[config.mk]
export PLATFORM = sky130hd
export DESIGN_NAME = bitmanip_unit
export DESIGN_NICKNAME = d
export VERILOG_FILES = /design/src/rtl/bitmanip_unit.sv
export SDC_FILE = /design/constraint.sdc
export NUM_CORES = 1
export LEC_CHECK = 0
export BUFFER_PORTS_ARGS = -buffer_cell sky130_fd_sc_hd__buf_4
export CORE_MARGIN = 3
export CORE_UTILIZATION = 55
export CTS_BUF_LIST = sky130_fd_sc_hd__clkbuf_16
export DETAILED_ROUTE_END_ITERATION = 16
export GPL_TIMING_DRIVEN = 0
export MAX_ROUTING_LAYER = met4
export PLACE_DENSITY = 0.82
export SYNTH_ARGS = -nofsm -noshare
export SYNTH_HDL_FRONTEND = slang
export SYNTH_SLANG_ARGS = --single-unit
[constraint.sdc]
create_clock -name clk -period 5.3 [get_ports clk]
set_clock_uncertainty 0.2 [all_clocks]
set_input_delay 1.06 -clock clk [delete_from_list [all_inputs] [get_ports clk]]
set_output_delay 1.06 -clock clk [all_outputs]
set_load 0.01 [all_outputs]
[src/rtl/bitmanip_unit.sv]
module bitmanip_unit #(
  parameter int XLEN = 32
) (
  input  logic            clk,
  input  logic            rst,
  input  logic            in_valid,
  input  logic [2:0]      op,
  input  logic [XLEN-1:0] src_a,
  input  logic [XLEN-1:0] src_b,
  input  logic [XLEN-1:0] src_c,
  input  logic [XLEN-1:0] dst_old,
  input  logic [5:0]      amt,
  input  logic [63:0]     src_wide,
  output logic            res_valid,
  output logic [XLEN-1:0] res_data
);
  localparam int AW = $clog2(XLEN);
  localparam int BW = $clog2(XLEN / 8);

  wire [AW-1:0] msb  = amt[AW-1:0];
  wire [BW-1:0] bpos = amt[BW-1:0];
  wire [4:0]    lsb  = amt[4:0];

  logic [XLEN-1:0] rev_r, ins_r, sw8_r, sw16_r, ext_r, nxt;
  wire  [XLEN-1:0] pick_r = (src_a & src_c) | (src_b & ~src_c);

  always_comb begin
    logic [AW-1:0] k;
    for (int i = 0; i < XLEN; i++) begin
      k = msb - AW'(i);
      rev_r[i] = (AW'(i) <= msb) ? src_a[k] : 1'b0;
    end
  end

  always_comb begin
    ins_r = dst_old;
    ins_r[{bpos, 3'b000} +: 8] = src_a[7:0];
  end

  for (genvar h = 0; h < XLEN / 16; h++) begin : g_sw8
    assign sw8_r[16*h +: 16] = {src_a[16*h +: 8], src_a[16*h+8 +: 8]};
  end

  for (genvar w = 0; w < XLEN / 32; w++) begin : g_sw16
    assign sw16_r[32*w +: 32] = {src_a[32*w +: 16], src_a[32*w+16 +: 16]};
  end

  wire [63:0] shifted = src_wide >> lsb;
  if (XLEN == 64) begin : g_ext64
    assign ext_r = {{32{shifted[31]}}, shifted[31:0]};
  end else begin : g_ext32
    assign ext_r = shifted[XLEN-1:0];
  end

  always_comb begin
    case (op)
      3'd0:    nxt = rev_r;
      3'd1:    nxt = ins_r;
      3'd2:    nxt = pick_r;
      3'd3:    nxt = sw8_r;
      3'd4:    nxt = sw16_r;
      3'd5:    nxt = ext_r;
      default: nxt = '0;
    endcase
  end

  always_ff @(posedge clk) begin
    if (rst) begin
      res_valid <= 1'b0;
      res_data  <= '0;
    end else begin
      res_valid <= in_valid;
      if (in_valid) res_data <= nxt;
    end
  end
endmodule

==> flow_metrics.py, run 1 <==
metrics = {
    "run_status": {
        "status": "finished with violations",
        "violations": "negative setup slack",
    },
    "die": {
        "core_region_area_um2": 17500,
        "row_count": 48,
        "die_width_um": 140,
        "die-area_um2": 19600,
        "io_pins": 237,
        "start_util": 0.566,
        "die_y_um": 140,
    },
    "timing": {
        "fin_ws_ns": -0.0587,
        "tightest_slew_ns": 1.33,
        "final.min_clock_period_ns": 5.36,
        "slew_headroom": 0.113,
        "max_freq_mhz": 187,
        "setup_viol": 1,
        "finalCritPeriodShare": 1.01,
        "final_max_slew_viol_count": 0,
        "final_hold_viol_count": 0,
    },
    "clocking": {
        "clk_latency_ns": 0.29,
        "h-tree-depth": 2,
        "post_cts_buffers": 0,
        "cts_sinks": 33,
        "cts_hold_buffers": 0,
        "path_clk_slew_ns": 0.06,
        "cts_resized": 4,
        "cts-root-buf": "clkbuf_16",
        "cts_tree": "yes",
        "clockBufferDepth": 2,
        "cts_buffers": 5,
    },
    "yosys": {
        "synth_edf_count": 0,
        "netlist.area_leader.share": 0.241,
        "synth.net_count": 1341,
        "syn_area_per_cell_um2": 8.89,
        "synth.top_cells.by_count": "nand2_1, mux2i_1, mux4_2, a21oi_1, nor2_1",
        "synthArstFlopShare": 0,
        "yosysSeqAreaShare": 0.0668,
        "mappedNetlistArea_um2": 9890,
        "netlist_top_cells_area": "mux4_2, mux2i_1, dfxtp_1, nand2_1, mux2_2",
        "ys_types": 77,
        "yosysWarnings": 0,
        "synthFlopType": "dfxtp_1",
        "yosys_register_bits": 33,
        "syn_inst": 1113,
        "synth.most_common_cell": "nand2_1",
        "yosysTopAreaCell": "mux4_2",
    },
    "critical_path": {
        "reg2reg_from": "res_data[9]$_SDFFE_PP0P_",
        "r2r_setup_slack_ns": 2.81,
        "crit_path_start_kind": "input port",
        "required_ns": 5.27,
        "cp_max_fo": 12,
        "reg2reg_to": "res_data[9]$_SDFFE_PP0P_",
        "worstSetupEndpointType": "flip-flop",
        "worst-r2r-cell-count": 4,
        "worstPathArrival_ns": 5.33,
        "startpoint": "amt[0]",
        "worstSetupPathType": "in -> reg",
    },
    "global_route": {
        "grt_max_degree": 16,
        "grt_overflow_total": 0,
        "grt_pass1_wl_um": 78600,
        "grt_pass1_vias": 12000,
        "grt_use_total": 0.554,
        "antenna_found_initial": 4,
    },
    "drt": {
        "num_vias": 12700,
        "first_pass_iters": 14,
        "drt-initial-drc-count": 2427,
        "routedWlPerCell_um": 34.8,
        "wl_um": 55000,
        "routed_via_density": 8.01,
        "antenna_left": 0,
        "drc_errors": 0,
    },
    "hold_path": {
        "hold_path_class": "reg -> reg",
        "worstHoldStart": "res_data[1]$_SDFFE_PP0P_",
        "holdPathStages": 2,
        "min_delay_worst_endpoint": "res_data[1]$_SDFFE_PP0P_",
    },
    "place": {
        "placed_area_um2": 11900,
        "port_buffers": 233,
        "post-dp-hpwl_um": 43200,
        "dp_cells": 1571,
        "gp_congestion": 1.16,
    },
    "final_layout": {
        "drive_above_1_share": 0.334,
        "syn_to_final_growth_pct": 22.4,
        "fin_nets": 1579,
        "post-route-util": 0.693,
        "fin_cells": 1581,
        "final_cell_area_um2": 12100,
    },
    "power": {
        "p_leak_nw": 4.87,
        "pwr_density_cell_nw_per_um2": 153,
        "vdd_drop_max_mv": 0.107,
    },
    "job": {
        "cap_violations": 0,
    },
}
## critical path, stage by stage
cell,delay (ns)
buf_4,0.14
buf_6,0.13
buf_6,0.16
buf_6,0.19
inv_1,0.21
buf_6,0.21
buf_4,0.24
buf_4,0.26
ha_1,0.32
buf_2,0.24
clkbuf_2,0.26
nor4b_4,0.22
nand3_1,0.13
a21oi_1,0.13
a2111oi_1,0.93
o2111a_1,0.38
a21oi_1,0.08
## worst max-delay path by stage
stage	endpoint	depth (start not counted)
2_1_floorplan	res_data[5]$_SDFFE_PP0P_	15
3_3_place_gp	res_data[29]$_SDFFE_PP0P_	15
3_5_place_dp	res_data[21]$_SDFFE_PP0P_	14
4_1_cts	res_data[25]$_SDFFE_PP0P_	15
5_1_grt	res_data[26]$_SDFFE_PP0P_	18
6_report	res_data[21]$_SDFFE_PP0P_	17
## registers in the layout, indices dropped and copies added (netlist names)
| register | count |
|---|---|
| res_data | 32 |
| res_valid | 1 |
## layer usage
layer / track usage / share of wire / up-vias
met2: 0.762 / 0.39 / 1611
met5: - / 0 / -
li1: - / - / 4904
met4: 0.396 / 0.11 / 0
met3: 0.245 / 0.18 / 449
met1: 0.639 / 0.32 / 5707
## stage by stage
stage	TNS (ns)	setup WS, ns	total power [W]	hold slack, ns
after floorplan	0	0.835	0.000988	0.327
after global placement	-6.43	-0.613	0.00146	0.316
final	-0.0587	-0.0587	0.00185	0.330
after detailed placement	-7.09	-0.636	0.00147	0.314
after CTS	0	0.0241	0.00175	0.325
after global routing	-0.0571	-0.0335	0.00187	0.398
## layout make-up
| class | count | area [µm²] |
|---|---|---|
| fillers | 1458 | 5370 |
| diodes | 4 | 10.0 |
| well taps | 225 | 282 |
| clock buffers | 5 | 125 |
| plain buffers | 112 | 602 |
| multi-input cells | 951 | 8600 |
| repair buffers | 233 | 1750 |
| inverters | 15 | 63.8 |
| clock inverters | 3 | 12.5 |
| flip-flops and latches | 33 | 661 |
## cells in the final DEF (no fill, tap or decap), drive strengths merged, types with 11 or more instances in the layout
cell       n
buf      284
nand2    145
mux2i    123
mux4     120
a21oi     65
clkbuf    65
nor2      61
o21ai     46
mux2      38
dfxtp     33
nor2b     26
nand3     26
a221oi    25
a22oi     24
ha        24
a31oi     20
xnor2     20
o211ai    16
inv       13
nor3      12
o2bb2ai   11
or3       11
## cells by family (layout without fill, tap and decap cells)
kind of cell,Yosys count,after routing,share of synthesized area
adders and majority gates,24,24,0.0304
buffers and inverters,129,368,0.0670
xor gates and xnor gates,24,24,0.0243
DFF,33,33,0.0668
AOI/OAI and AO/OA,296,296,0.210
other,0,4,0
muxes,281,281,0.446
and+or+nand+nor,326,326,0.155
## power breakdown
| part | switching [W] | leakage, nW | total, W | internal, W |
|---|---|---|---|---|
| Sequential | 0.0000140 | 0.269 | 0.000276 | 0.000262 |
| Clock | 0.000118 | 0.0687 | 0.000288 | 0.000170 |
| Combinational | 0.000740 | 4.53 | 0.00129 | 0.000547 |
| Total | 0.000873 | 4.87 | 0.00185 | 0.000979 |
No activity file was read; power rests on OpenSTA's default activity.
==> inputs of run 2 (changes only) <==
- CELL_PAD_IN_SITES_DETAIL_PLACEMENT: unset -> 0
- CELL_PAD_IN_SITES_GLOBAL_PLACEMENT: unset -> 1
- CORE_UTILIZATION: 55 -> 42
- PLACE_DENSITY: 0.82 -> unset
- PLACE_DENSITY_LB_ADDON: unset -> 0.1
==> run 2 against run 1 <==
The flow now finishes without violations. Combinational power hardly changed. Global-route usage is 9.5 points lower. Sequential cell count stayed put. First-iteration DRC count is 14% lower. Total power is 0.72% higher. Utilization is 16 points lower. Final area is 0.96% higher.
==> flow_metrics.py, run 2 (same netlist as run 1, synthesis figures left out) <==
metrics = {
    "timing": {
        "fin_tns_setup_ns": 0,
        "fin_ws_ns": 0.0805,
        "final_max_slew_viol_count": 0,
        "finalCritPeriodShare": 0.985,
        "grt_setup_unrepaired": "no",
        "slew_headroom": 0.158,
        "final_hold_viol_count": 0,
        "final.min_clock_period_ns": 5.22,
        "tightest_slew_ns": 1.23,
        "setup_viol": 0,
        "max_freq_mhz": 192,
    },
    "die": {
        "die-area_um2": 25400,
        "io_pins": 237,
        "row_count": 55,
        "core_region_area_um2": 22900,
        "die_y_um": 159,
        "die_width_um": 159,
        "start_util": 0.432,
    },
    "drt": {
        "antenna_left": 0,
        "num_vias": 12400,
        "routed_via_density": 7.45,
        "first_pass_iters": 6,
        "routedWlPerCell_um": 35.6,
        "drc_errors": 0,
        "wl_um": 59400,
        "drt-initial-drc-count": 2081,
    },
    "critical_path": {
        "r2r_setup_slack_ns": 2.76,
        "crit_path_start_kind": "input port",
        "cp_max_fo": 12,
        "worstSetupEndpointType": "flip-flop",
        "path_cells": "buf_4, buf_6, buf_6, buf_6, inv_1, buf_6, buf_4, buf_4, ha_1, clkbuf_1, nor4_2, a22oi_1, nor2_1, a2111oi_0, a21oi_1",
        "critPathMaxStageDelay_ns": 1.00,
        "crit_top_cell": "buf_6",
        "reg2reg_to": "res_data[9]$_SDFFE_PP0P_",
        "worst-r2r-cell-count": 4,
        "critical_path_buf_inv_count": 9,
        "startpoint": "amt[0]",
        "worstSetupPathType": "in -> reg",
        "crit_family": "buffers and inverters",
        "critPathSlowestCell": "a2111oi_0",
        "reg2reg_from": "res_data[9]$_SDFFE_PP0P_",
        "worstPathArrival_ns": 5.12,
        "required_ns": 5.20,
    },
    "clocking": {
        "cts_tree": "yes",
        "cts_sinks": 33,
        "path_clk_slew_ns": 0.06,
        "h-tree-depth": 2,
        "cts-root-buf": "clkbuf_16",
        "clockBufferDepth": 2,
        "cts_buffers": 5,
        "clk_latency_ns": 0.28,
    },
    "hold_path": {
        "holdPathStages": 2,
        "hold_path_class": "reg -> reg",
        "worstHoldStart": "res_data[16]$_SDFFE_PP0P_",
        "min_delay_worst_endpoint": "res_data[16]$_SDFFE_PP0P_",
    },
    "power": {
        "p_leak_nw": 4.88,
        "vdd_drop_max_mv": 0.122,
        "pwr_density_cell_nw_per_um2": 153,
    },
    "final_layout": {
        "syn_to_final_growth_pct": 23.6,
        "layout_common_cells": "buf_4, nand2_1, mux2i_1, mux4_2, a21oi_1",
        "largest_reg_flops": 32,
        "layout_commonest_cell": "buf_4",
        "n_fill_cell": 2257,
        "drive_above_1_share": 0.336,
        "largestRegisters": "res_data: 32 flops, res_valid: 1 flops",
        "fin_nets": 1581,
        "max_flop_register": "res_data",
    },
    "global_route": {
        "grt_max_degree": 20,
        "antenna_found_initial": 1,
        "grt_overflow_total": 0,
        "grt_pass1_wl_um": 84000,
        "grt_use_total": 0.459,
        "grt_pass1_vias": 11500,
    },
    "place": {
        "port_buffers": 233,
        "gp_congestion": 1.08,
        "post-place-ws_ns": -0.896,
        "post-dp-hpwl_um": 48200,
    },
    "run_status": {
        "status": "finished, final reports clean",
    },
    "job": {
        "cap_violations": 0,
    },
}
run 2: cell types whose count changed in the layout (fill, tap and decap cells not counted), sizes merged:
cell	change
clkinv	-1
inv	+1
buf	+1
clkbuf	+1
diode	-3
run 2: layout make-up:
type	instances	area (µm²)	share of cell area
Sequential cell	33	661	0.0541
Multi-Input combinational cell	951	8600	0.703
Clock inverter	3	13.8	0.00113
Antenna cell	1	2.50	0.000205
Clock buffer	5	125	0.0102
Tap cell	313	392	0.0320
Buffer	112	603	0.0493
Timing Repair Buffer	235	1760	0.144
Inverter	15	63.8	0.00522
run 2: worst reg2reg max path, delay by kind of cell (launching register included):
| family | cells | cell delay, ns |
|---|---|---|
| AO/OA/AOI/OAI | 4 | 1.83 |
| flip-flops | 1 | 0.35 |
run 2: per-stage QoR:
step,util,cell area (µm²),cells,total power [W],hold WS (ns)
5_1_grt,0.533,12200,1668,0.00190,0.363
3_3_place_gp,0.525,12000,1659,0.00150,0.312
3_5_place_dp,0.525,12000,1659,0.00150,0.313
4_1_cts,0.532,12200,1665,0.00179,0.324
2_1_floorplan,-,9890,1113,0.000988,0.327
6_report,0.533,12200,1668,0.00186,0.322
run 2: per-layer routing:
metal / GRT usage / wire, µm / part of all wire
met2: 0.659 / 24700 / 0.42
met1: 0.597 / 22100 / 0.37
met4: 0.226 / 4240 / 0.071
met5: - / 0 / 0
met3: 0.122 / 8420 / 0.14
run 2: report_power, final:
part           switching, W  internal [W]  leakage (nW)  total, W
Clock              0.000125      0.000171        0.0748  0.000296
Combinational      0.000746      0.000547          4.54   0.00129
Sequential        0.0000140      0.000262         0.269  0.000276
run 2: how the worst max path moves through the flow:
stage                                     end  slack (ns)  depth (start not counted)
global route        res_data[21]$_SDFFE_PP0P_        0.04                         16
finish              res_data[13]$_SDFFE_PP0P_        0.08                         15
CTS                  res_data[1]$_SDFFE_PP0P_        0.06                         16
floorplan            res_data[5]$_SDFFE_PP0P_        0.83                         15
global placement    res_data[29]$_SDFFE_PP0P_       -0.91                         15
detailed placement  res_data[29]$_SDFFE_PP0P_       -0.90                         15
run 2: timing repair:
action	4_1_cts	5_1_grt
endpoints found under the setup margin	22	3
hold buffers	0	0
setup buffers	0	2
gates resized for setup	6	5
